--- src/rtl/xau_pkg.sv ---
package xau_pkg;
    typedef enum logic [2:0] {
        OP_NONE    = 3'd0,
        OP_JAL     = 3'd1,
        OP_JALR    = 3'd2,
        OP_BRANCH  = 3'd3,
        OP_MRET    = 3'd4,
        OP_C_CLEAR = 3'd5,
        OP_C_SET   = 3'd6
    } xfer_op_e;

    localparam int CAUSE_W = 4;
    localparam logic [CAUSE_W-1:0] CAUSE_FETCH_MISALIGNED = '0;

    typedef struct packed {
        logic c_en;
    } ctrl_state_t;
endpackage

--- src/rtl/xau_target.sv ---
// Target arithmetic for transfers and machine return.
module xau_target
    import xau_pkg::*;
#(
    parameter int XLEN = 32
) (
    input  xfer_op_e          op,
    input  logic [XLEN-1:0]   pc,
    input  logic [XLEN-1:0]   rs1,
    input  logic [XLEN-1:0]   imm,
    input  logic [XLEN-1:0]   mepc,
    input  logic              c_en,
    output logic [XLEN-1:0]   xfer_tgt,
    output logic [XLEN-1:0]   ret_tgt
);
    localparam logic [XLEN-1:0] BIT1_MASK = ~(XLEN'(2));

    logic [XLEN-1:0] sum;

    always_comb begin
        sum      = (op == OP_JALR) ? (rs1 + imm) : (pc + imm);
        // bit 0 is discarded before any alignment decision
        xfer_tgt = {sum[XLEN-1:1], 1'b0};
        // bit 1 of the saved PC is only honoured when 2-byte fetch is legal
        ret_tgt  = c_en ? mepc : (mepc & BIT1_MASK);
    end
endmodule

--- src/rtl/xau_check.sv ---
// Taken / misaligned decision.
module xau_check
    import xau_pkg::*;
(
    input  logic     valid,
    input  xfer_op_e op,
    input  logic     br_taken,
    input  logic     c_en,
    input  logic     tgt_bit1,
    output logic     trap,
    output logic     xfer_go,
    output logic     ret_go,
    output logic     is_jump
);
    logic taken;
    logic misaligned;

    always_comb begin
        is_jump    = (op == OP_JAL) || (op == OP_JALR);
        taken      = valid && (is_jump || ((op == OP_BRANCH) && br_taken));
        misaligned = !c_en && tgt_bit1;
        trap       = taken && misaligned;
        xfer_go    = taken && !misaligned;
        ret_go     = valid && (op == OP_MRET);
    end
endmodule

--- src/rtl/xau_ctrl.sv ---
// Compressed-enable state with the clear veto.
module xau_ctrl
    import xau_pkg::*;
(
    input  logic     clk,
    input  logic     rst_n,
    input  logic     valid,
    input  xfer_op_e op,
    input  logic     next_pc_bit1,
    output logic     c_en
);
    ctrl_state_t state_d, state_q;

    always_comb begin
        state_d = state_q;
        if (valid && (op == OP_C_SET)) begin
            state_d.c_en = 1'b1;
        end else if (valid && (op == OP_C_CLEAR) && !next_pc_bit1) begin
            state_d.c_en = 1'b0;
        end
    end

    always_ff @(posedge clk) begin
        if (!rst_n) begin
            state_q.c_en <= 1'b1;
        end else begin
            state_q <= state_d;
        end
    end

    assign c_en = state_q.c_en;
endmodule

--- src/rtl/xfer_align_unit.sv ---
module xfer_align_unit
    import xau_pkg::*;
#(
    parameter int XLEN = 32
) (
    input  logic               clk,
    input  logic               rst_n,
    input  logic               valid_i,
    input  logic [2:0]         op_i,
    input  logic [XLEN-1:0]    pc_i,
    input  logic [XLEN-1:0]    rs1_i,
    input  logic [XLEN-1:0]    imm_i,
    input  logic               br_taken_i,
    input  logic [XLEN-1:0]    mepc_i,
    output logic               redirect_valid_o,
    output logic [XLEN-1:0]    redirect_pc_o,
    output logic               trap_req_o,
    output logic [CAUSE_W-1:0] trap_cause_o,
    output logic [XLEN-1:0]    trap_epc_o,
    output logic [XLEN-1:0]    trap_tval_o,
    output logic               link_suppress_o,
    output logic               c_enabled_o
);
    xfer_op_e        op;
    logic            c_en;
    logic [XLEN-1:0] xfer_tgt;
    logic [XLEN-1:0] ret_tgt;
    logic [XLEN-1:0] next_pc;
    logic            trap, xfer_go, ret_go, is_jump;

    assign op      = xfer_op_e'(op_i);
    assign next_pc = pc_i + XLEN'(4);

    xau_target #(.XLEN(XLEN)) i_target (
        .op(op), .pc(pc_i), .rs1(rs1_i), .imm(imm_i), .mepc(mepc_i),
        .c_en(c_en), .xfer_tgt(xfer_tgt), .ret_tgt(ret_tgt)
    );

    xau_check i_check (
        .valid(valid_i), .op(op), .br_taken(br_taken_i), .c_en(c_en),
        .tgt_bit1(xfer_tgt[1]), .trap(trap), .xfer_go(xfer_go),
        .ret_go(ret_go), .is_jump(is_jump)
    );

    xau_ctrl i_ctrl (
        .clk(clk), .rst_n(rst_n), .valid(valid_i), .op(op),
        .next_pc_bit1(next_pc[1]), .c_en(c_en)
    );

    always_comb begin
        redirect_valid_o = xfer_go || ret_go;
        redirect_pc_o    = ret_go ? ret_tgt : xfer_tgt;
        trap_req_o       = trap;
        trap_cause_o     = CAUSE_FETCH_MISALIGNED;
        // policy: report the misaligned target, never zero, on a trap
        trap_epc_o       = trap ? pc_i : '0;
        trap_tval_o      = trap ? xfer_tgt : '0;
        link_suppress_o  = trap && is_jump;
        c_enabled_o      = c_en;
    end
endmodule

--- config.mk ---
export PLATFORM = sky130hd
export DESIGN_NAME = xfer_align_unit
export DESIGN_NICKNAME = d
export VERILOG_FILES = /design/src/rtl/xau_pkg.sv /design/src/rtl/xau_target.sv /design/src/rtl/xau_check.sv /design/src/rtl/xau_ctrl.sv /design/src/rtl/xfer_align_unit.sv
export SDC_FILE = /design/constraint.sdc
export NUM_CORES = 1
export LEC_CHECK = 0
export BUFFER_PORTS_ARGS = -buffer_cell sky130_fd_sc_hd__buf_4
export CORE_AREA = 2 2 92 94
export CTS_BUF_LIST = sky130_fd_sc_hd__clkbuf_4 sky130_fd_sc_hd__clkbuf_8
export CTS_CLUSTER_DIAMETER = 150
export DETAILED_ROUTE_END_ITERATION = 10
export DIE_AREA = 0 0 94 96
export GPL_TIMING_DRIVEN = 0
export HOLD_SLACK_MARGIN = 0.08
export PLACE_DENSITY = 0.82
export SLEW_MARGIN = 20
export SYNTH_ARGS = -nofsm -noshare
export SYNTH_HDL_FRONTEND = slang
export SYNTH_SLANG_ARGS = --single-unit
--- constraint.sdc ---
create_clock -name clk -period 4.27 [get_ports clk]
set_clock_uncertainty 0.05 [all_clocks]
set_input_delay 0 -clock clk [delete_from_list [all_inputs] [get_ports clk]]
set_output_delay 0 -clock clk [all_outputs]
set_load 0.03 [all_outputs]
==> results of run 1 <==
-- power by group through the flow --
stage          logic [mW]  clock network (mW)  registers, mW
2_1_floorplan       0.568                   0         0.0111
3_3_place_gp        0.890                   0         0.0105
3_5_place_dp        0.900                   0         0.0106
4_1_cts             0.906                   0         0.0106
5_1_grt             0.977                   0         0.0106
6_report            0.911                   0         0.0105
-- metal layers --
layer  up-vias  routed length [um]  GRT usage [%]
li1       2327                   -              -
met1      2179                5700           36.2
met2       246                7410           59.0
met3        24                1070           2.66
met4         0                 392           7.97
met5         -                   0              0
-- worst max path at each step --
| stage | to | slack, ns | cells after the start |
|---|---|---|---|
| 2_1_floorplan | redirect_pc_o[22] | 0.69 | 12 |
| 3_3_place_gp | trap_tval_o[30] | 0.26 | 14 |
| 5_1_grt | redirect_pc_o[20] | 0.02 | 13 |
| 6_report | trap_tval_o[18] | 0.32 | 13 |
| 3_5_place_dp | trap_tval_o[30] | 0.22 | 13 |
| 4_1_cts | trap_tval_o[30] | 0.21 | 14 |
-- final cells by class --
type | count | area (um2) | area share (%)
tap | 105 | 131 | 2.51
timing repair buffer | 232 | 1740 | 33.3
multi-input combinational | 474 | 3150 | 60.2
sequential | 1 | 20.0 | 0.383
buffer | 34 | 150 | 2.87
inverter | 10 | 37.5 | 0.718
-- logic make-up after synthesis --
kind of cell / after synthesis
and+or+nand+nor: 223
buffers and inverters: 44
xor gates and xnor gates: 23
DFF: 1
AOI/OAI and AO/OA: 152
muxes: 36
adders and majority gates: 35
other: 1
-- Yosys cell counts (all sizes together) (3+ instances only) --
master	number	area (um2)
nor2b	3	18.8
nand2b	7	43.8
a31oi	5	31.3
a21o	11	82.6
a31o	4	35.0
xnor2	9	78.8
o211ai	4	30.0
nand3	13	65.1
a21oi	42	210
a211oi	7	57.6
ha	34	425
and4	4	37.5
a21boi	4	30.0
nor3	21	105
o21a	5	37.5
mux2i	6	60.1
o31ai	7	52.6
and2	36	225
o22ai	5	31.3
nor2	51	191
nand2	62	233
and3	3	18.8
clkbuf	27	101
inv	10	37.5
mux2	30	338
buf	7	46.3
nand4	6	37.5
xor2	14	123
nor3b	4	41.3
o21ai	42	210
or2	4	25.0
o2111ai	3	26.3
-- worst max-delay path, cell delays in order --
cell	delay, ns
buf_2	0.15
nor3b_4	0.35
clkbuf_1	0.59
mux2_2	0.42
ha_1	0.36
a21o_1	0.20
a21oi_1	0.29
a211oi_2	0.16
or2_2	0.38
a2111oi_2	0.46
o21ai_0	0.18
nand3_1	0.17
buf_4	0.19
-- timing repair --
item / CTS / global route
resized for setup: 0 / 4
endpoints found under the setup margin: 0 / 4
hold buffers: 0 / 0
==> impl_metrics.yaml, run 1 <==
floorplan:
  die_x_um: 94
  initial_utilization_pct: 41.5
  rows: 33
  die_h_um: 96
  coreArea_mm2: 0.00805
  ioPinCount: 239
  dieArea_mm2: 0.00902
synthesis:
  synthSimpleGateAreaFrac_pct: 33.2
  synth_edf_count: 0
  syn_inst: 515
  synth_fa_ha_area_share_pct: 13.3
  synth-compound-area-share_pct: 29.3
  ys_types: 58
  ys_seq_elements: 1
  yosys_warnings: 0
  yosysSeqAreaShare_pct: 0.599
  synthMuxAreaShare_pct: 11.9
  synth.avg_cell_area_um2: 6.48
  synth_xor_xnor_area_share_pct: 6.03
  netlist_area_mm2: 0.00334
  ys_async_sr_fraction_pct: 0
  synth_top_family_by_area: "simple AND/OR/NAND/NOR gates"
  ys.flop_type: "dfxtp_1"
timing:
  whs_ns: 0.167
  post-route-period-util_pct: 92.5
  hold_viol: 0
  rsz0062_at_grt: "no"
  setup_tns_ns: 0
  timing.final.ws_setup_ns: 0.319
  max_freq_ghz: 0.253
  setup_violations: 0
  report.final.slew_viol_count: 0
  worst_pin_slew_ns: 0.707
  max_slew_margin_pct: 52.9
  fin_crit_ns: 3.95
pwr:
  ir_drop_uv: 137
  clkPwrFrac_pct: 0
  power_density_mw_per_mm2: 176
  p_int_uw: 385
  p_switching_uw: 536
  pwr-share-seq_pct: 1.1
  switching_share_pct: 58.2
  power_leakage_nw: 2.55
  p_comb_share_pct: 98.9
  p_total_uw: 921
layout:
  final_cells: 856
  num-nets-final: 923
  regMostFlops: "i_ctrl.c_en"
  fill_cells: 754
  post_route_cells_drive_above_1_share_pct: 38.2
  area_growth_pct: 56.6
  final_cell_mix: "buf_4, nand2_1, nor2_1"
  layout_commonest_cell: "buf_4"
  reg.largest.list: "i_ctrl.c_en: 1 flops"
  antenna_cells: 0
  final_util_pct: 65.0
  final_area_mm2: 0.00523
  largest_reg_flops: 1
cts:
  cts_setup_buffers: 0
  clkTransAtPathRegs_ns: 0
  clk_latency_ns: 0
grt:
  overflow: 0
  grt_pass1_wl_um: 22100
  grt_util_all_layers_pct: 30.6
  grt_max_degree: 11
  antenna_found_initial: 0
  first_global_vias: 4556
worst_setup_path:
  crit_path_max_fanout: 10
  reg2regPathDepth: 2
  crit_arrival_ns: 3.90
  r2r-start: "i_ctrl.c_en$_SDFFE_PP1P_"
  r2r_end: "i_ctrl.c_en$_SDFFE_PP1P_"
  end_kind: "output pin"
  cp_data_required_time_ns: 4.22
  criticalPathCategory: "input port to output pin"
  r2r_setup_slack_ns: 3.50
  start_kind: "input port"
  startpoint: "op_i[0]"
status:
  status: "finished clean"
placed_design:
  port_buffers: 232
  dpl.hpwl_um: 12400
  dpl-instance-area_mm2: 0.00523
  gp_congestion: 0.944
  dp.cells: 856
  pre_cts_ws_ns: 0.216
drt:
  ant_nets: 0
  initialDrtViolationCount: 209
  viasPerCell: 5.58
  vias: 4776
  wirelength_um: 14600
  dr.pass1.iters: 5
  post_drt_wl_per_cell_um: 17.0
  drc: 0
min_path:
  hold_start: "rst_n"
  hold_depth: 2
  hp-class: "input port to flip-flop"
  worst_hold_path.endpoint: "i_ctrl.c_en$_SDFFE_PP1P_"
job:
  cap_violations: 0
No activity file was read; power rests on OpenSTA's default activity.
==> run 2: changes to the inputs <==
PLACE_DENSITY = unset   (was 0.82)
PLACE_DENSITY_LB_ADDON = 0.25   (was unset)
clock period = 3.9 ns   (was 4.27 ns; I/O delays follow)
==> impl_metrics.yaml, run 2 (synthesis results as in run 1) <==
worst_setup_path:
  cp_slowest_cell: "mux2_2"
  crit_path_max_fanout: 10
  start_kind: "input port"
  crit_family: "compound AO/OA/AOI/OAI gates"
  r2r_setup_slack_ns: 3.10
  end_kind: "output pin"
  worst-path-stages: 13
  critPathBufInv: 3
  criticalPathCategory: "input port to output pin"
  slowest_delay_ns: 0.38
  r2r-start: "i_ctrl.c_en$_SDFFE_PP1P_"
  cp_data_required_time_ns: 3.85
  reg2regPathDepth: 2
  critPathCapture: "redirect_pc_o[20]"
  crit_arrival_ns: 3.59
  r2r_end: "i_ctrl.c_en$_SDFFE_PP1P_"
  crit_chain: "buf_2 -> nor3b_4 -> clkbuf_2 -> mux2_2 -> ha_1 -> a21o_1 -> a21oi_1 -> a211oi_2 -> o21ai_0 -> a21boi_0 -> or3_1 -> a31o_2 -> buf_4"
  startpoint: "op_i[0]"
placed_design:
  port_buffers: 232
  gp_congestion: 0.951
  dpl-instance-area_mm2: 0.00523
  dpl.hpwl_um: 12000
timing:
  max_slew_margin_pct: 51.2
  setup_tns_ns: 0
  report.final.slew_viol_count: 0
  worst_pin_slew_ns: 0.733
  post-route-period-util_pct: 93.2
  max_freq_ghz: 0.275
  fin_crit_ns: 3.64
  hold_viol: 0
  rsz0062_at_grt: "yes"
  setup_violations: 0
grt:
  first_global_vias: 4498
  grt_util_all_layers_pct: 29.8
  grt_util_met1_pct: 35.2
  met2_usage_pct: 57.7
  grt_pass1_wl_um: 21800
  grtUsageMet3_pct: 2.66
  overflow: 0
  antenna_found_initial: 0
  top_usage_layer: "met2"
  grt_max_degree: 11
layout:
  regMostFlops: "i_ctrl.c_en"
  num-nets-final: 923
  area_growth_pct: 57.0
  post_route_cells_drive_above_1_share_pct: 38.6
  largest_reg_flops: 1
  layout_commonest_cell: "buf_4"
  reg.largest.list: "i_ctrl.c_en: 1 flops"
  final_area_mm2: 0.00524
  final_cell_mix: "buf_4, nand2_1, nor2_1"
  antenna_cells: 0
cts:
  clkTransAtPathRegs_ns: 0
  clk_latency_ns: 0
  cts_setup_buffers: 0
drt:
  wirelength_um: 14300
  post_drt_wl_per_cell_um: 16.8
  ant_nets: 0
  drc: 0
  viasPerCell: 5.64
  dr.pass1.iters: 5
  initialDrtViolationCount: 263
  vias: 4824
pwr:
  ir_drop_uv: 140
  power_density_mw_per_mm2: 192
  power_leakage_nw: 2.56
floorplan:
  ioPinCount: 239
  die_h_um: 96
  dieArea_mm2: 0.00902
  coreArea_mm2: 0.00805
  rows: 33
  die_x_um: 94
  initial_utilization_pct: 41.5
status:
  status: "finished clean"
job:
  cap_violations: 0
min_path:
  hp-class: "input port to flip-flop"
  hold_start: "rst_n"
[run 2: cell count changes in the layout (fill, tap and decap cells not counted)]
cell | previous run | this run
o21ai_0 | 41 | 40
o31ai_1 | 7 | 6
clkbuf_4 | 0 | 2
o31ai_2 | 0 | 1
o21ai_1 | 1 | 2
clkbuf_1 | 25 | 23
[run 2: worst min path at each step]
stage | to | cells after the start
after floorplan | i_ctrl.c_en$_SDFFE_PP1P_ | 1
after global placement | i_ctrl.c_en$_SDFFE_PP1P_ | 2
after detailed placement | i_ctrl.c_en$_SDFFE_PP1P_ | 2
after CTS | i_ctrl.c_en$_SDFFE_PP1P_ | 2
after global routing | i_ctrl.c_en$_SDFFE_PP1P_ | 2
final | i_ctrl.c_en$_SDFFE_PP1P_ | 2
[run 2: power breakdown]
part / leakage, nW / switching [mW] / total (mW) / internal (mW)
Sequential: 0.00816 / 0.000545 / 0.0114 / 0.0109
Clock: 0 / 0 / 0 / 0
Combinational: 2.55 / 0.585 / 0.998 / 0.412
Total: 2.56 / 0.586 / 1.01 / 0.423
[run 2: routing by layer]
layer	up-vias	share of wire, %
met2	250	51
li1	2326	-
met4	0	2.4
met1	2219	39
met3	29	7.4
met5	-	0
[run 2: worst reg2reg max path, stage by stage (launching register included)]
cell	delay, ns
dfxtp_1	0.38
a21oi_1	0.09
o21ai_0	0.20
[run 2: repair_timing]
| item | 4_1_cts | 5_1_grt |
|---|---|---|
| hold buffers | 0 | 0 |
| gates resized for setup | 2 | 10 |
| setup endpoints to repair | 5 | 13 |
| hold endpoints to repair | 0 | 0 |
[run 2: final cells by class]
type	count	area, um2
Inverter	10	37.5
Tap cell	105	131
Buffer	34	158
Timing Repair Buffer	232	1740
Sequential cell	1	20.0
Fill cell	770	2810
Multi-Input combinational cell	474	3150
[run 2: stage by stage]
stage                     hold slack (ns)  total power [mW]  util (%)  setup WS [ns]  instances
after floorplan                    0.0262             0.634         -          0.320        519
after global placement              0.174             0.975      64.9       -0.00467        856
after detailed placement            0.186             0.992      64.9         -0.101        856
after CTS                           0.186             0.998      65.0         0.0668        856
after global routing                0.208              1.08      65.1         0.0119        856
final                               0.187              1.01      65.1          0.264        856
==> run 3: changes to the inputs <==
RECOVER_POWER = 25   (was unset)
==> impl_metrics.yaml, run 3 (synthesis results as in run 1) <==
floorplan:
  die_x_um: 94
  initial_utilization_pct: 41.5
  dieArea_mm2: 0.00902
  die_h_um: 96
  ioPinCount: 239
  coreArea_mm2: 0.00805
  rows: 33
layout:
  post_route_cells_drive_above_1_share_pct: 38.5
  largest_reg_flops: 1
  final_cell_mix: "buf_4, nand2_1, nor2_1"
  layout.area.seq_um2: 20.0
  antenna_cells: 0
  fill_cells: 772
  multi_input_area_mm2: 0.00315
  final_area_mm2: 0.00524
  num-nets-final: 923
  final_cells: 856
  area_growth_pct: 56.9
  layout_commonest_cell: "buf_4"
  regMostFlops: "i_ctrl.c_en"
  reg.largest.list: "i_ctrl.c_en: 1 flops"
pwr:
  power_leakage_nw: 2.55
  power_density_mw_per_mm2: 193
  p_total_mw: 1.01
  ir_drop_uv: 140
grt:
  grt_util_all_layers_pct: 29.8
  first_global_vias: 4498
  grt_pass1_wl_um: 21800
  grt_max_degree: 11
  overflow: 0
  antenna_found_initial: 0
worst_setup_path:
  cp_data_required_time_ns: 3.85
  start_kind: "input port"
  crit_path_max_fanout: 10
  startpoint: "op_i[2]"
  end_kind: "output pin"
  criticalPathCategory: "input port to output pin"
  crit_arrival_ns: 3.58
  r2r-start: "i_ctrl.c_en$_SDFFE_PP1P_"
drt:
  initialDrtViolationCount: 257
  wirelength_um: 14400
  dr.pass1.iters: 5
  vias: 4810
  drc: 0
  viasPerCell: 5.62
  post_drt_wl_per_cell_um: 16.8
  ant_nets: 0
min_path:
  hp-class: "input port to flip-flop"
  hold_start: "rst_n"
cts:
  clkTransAtPathRegs_ns: 0
  cts_hold_buf: 0
  clk_latency_ns: 0
timing:
  setup_tns_ns: 0
  max_freq_ghz: 0.275
  report.final.slew_viol_count: 0
  max_slew_margin_pct: 50.4
  fin_crit_ns: 3.63
  hold_viol: 0
  post-route-period-util_pct: 93.2
  rsz0062_at_grt: "yes"
  whs_ns: 0.191
  worst_pin_slew_ns: 0.745
  setup_violations: 0
placed_design:
  dpl-instance-area_mm2: 0.00523
  dp.cells: 856
  dpl.hpwl_um: 12000
  gp_congestion: 0.951
  port_buffers: 232
job:
  cap_violations: 0
status:
  status: "finished clean"
run 3: through the flow:
stage,util (%),setup slack [ns]
finish,65.1,0.266
global route,65.1,0.0119
CTS,65.0,0.0668
floorplan,-,0.320
global placement,64.9,-0.00467
detailed placement,64.9,-0.101
run 3: repair_timing:
item / in CTS / in global routing
resized for setup: 2 / 10
setup endpoints to repair: 5 / 13
buffers inserted: 0 / 0
pin swaps: 0 / 0
run 3: final cells by class:
type,instances,share of cell area [%]
buffer,34,3.01
multi-input combinational,474,60.2
tap,105,2.51
inverter,10,0.717
sequential,1,0.382
timing repair buffer,232,33.2
run 3: worst max-delay path, stage by stage:
cell,delay [ns]
buf_4,0.14
nor3b_4,0.31
clkbuf_2,0.36
mux2_2,0.38
ha_1,0.37
a21o_1,0.21
a21oi_1,0.30
a211oi_2,0.15
o211a_1,0.30
o21a_1,0.28
or2_2,0.36
o21ai_0,0.21
buf_4,0.20
run 3: report_power, final:
group	switching [mW]	internal [mW]	leakage, nW	total (mW)
Clock	0	0	0	0
Combinational	0.587	0.412	2.54	0.999
Sequential	0.000535	0.0109	0.00816	0.0114
Total	0.588	0.423	2.55	1.01
run 3: per-layer routing:
metal	up-vias	part of all wire, %	routed length [um]	global-route usage [%]
met2	238	51	7310	57.7
met5	-	0	0	0
li1	2323	-	-	-
met4	0	2.3	325	6.88
met3	26	6.9	998	2.66
met1	2223	40	5750	35.2
run 3: worst paths after layout:
kind | endpoint | slack, ns | cells past startpoint
worst max-delay path | redirect_pc_o[22] | 0.27 | 13
worst max register to register | i_ctrl.c_en$_SDFFE_PP1P_ | 3.10 | 2
worst min-delay path | i_ctrl.c_en$_SDFFE_PP1P_ | 0.19 | 2
worst min register to register | i_ctrl.c_en$_SDFFE_PP1P_ | 0.54 | 2
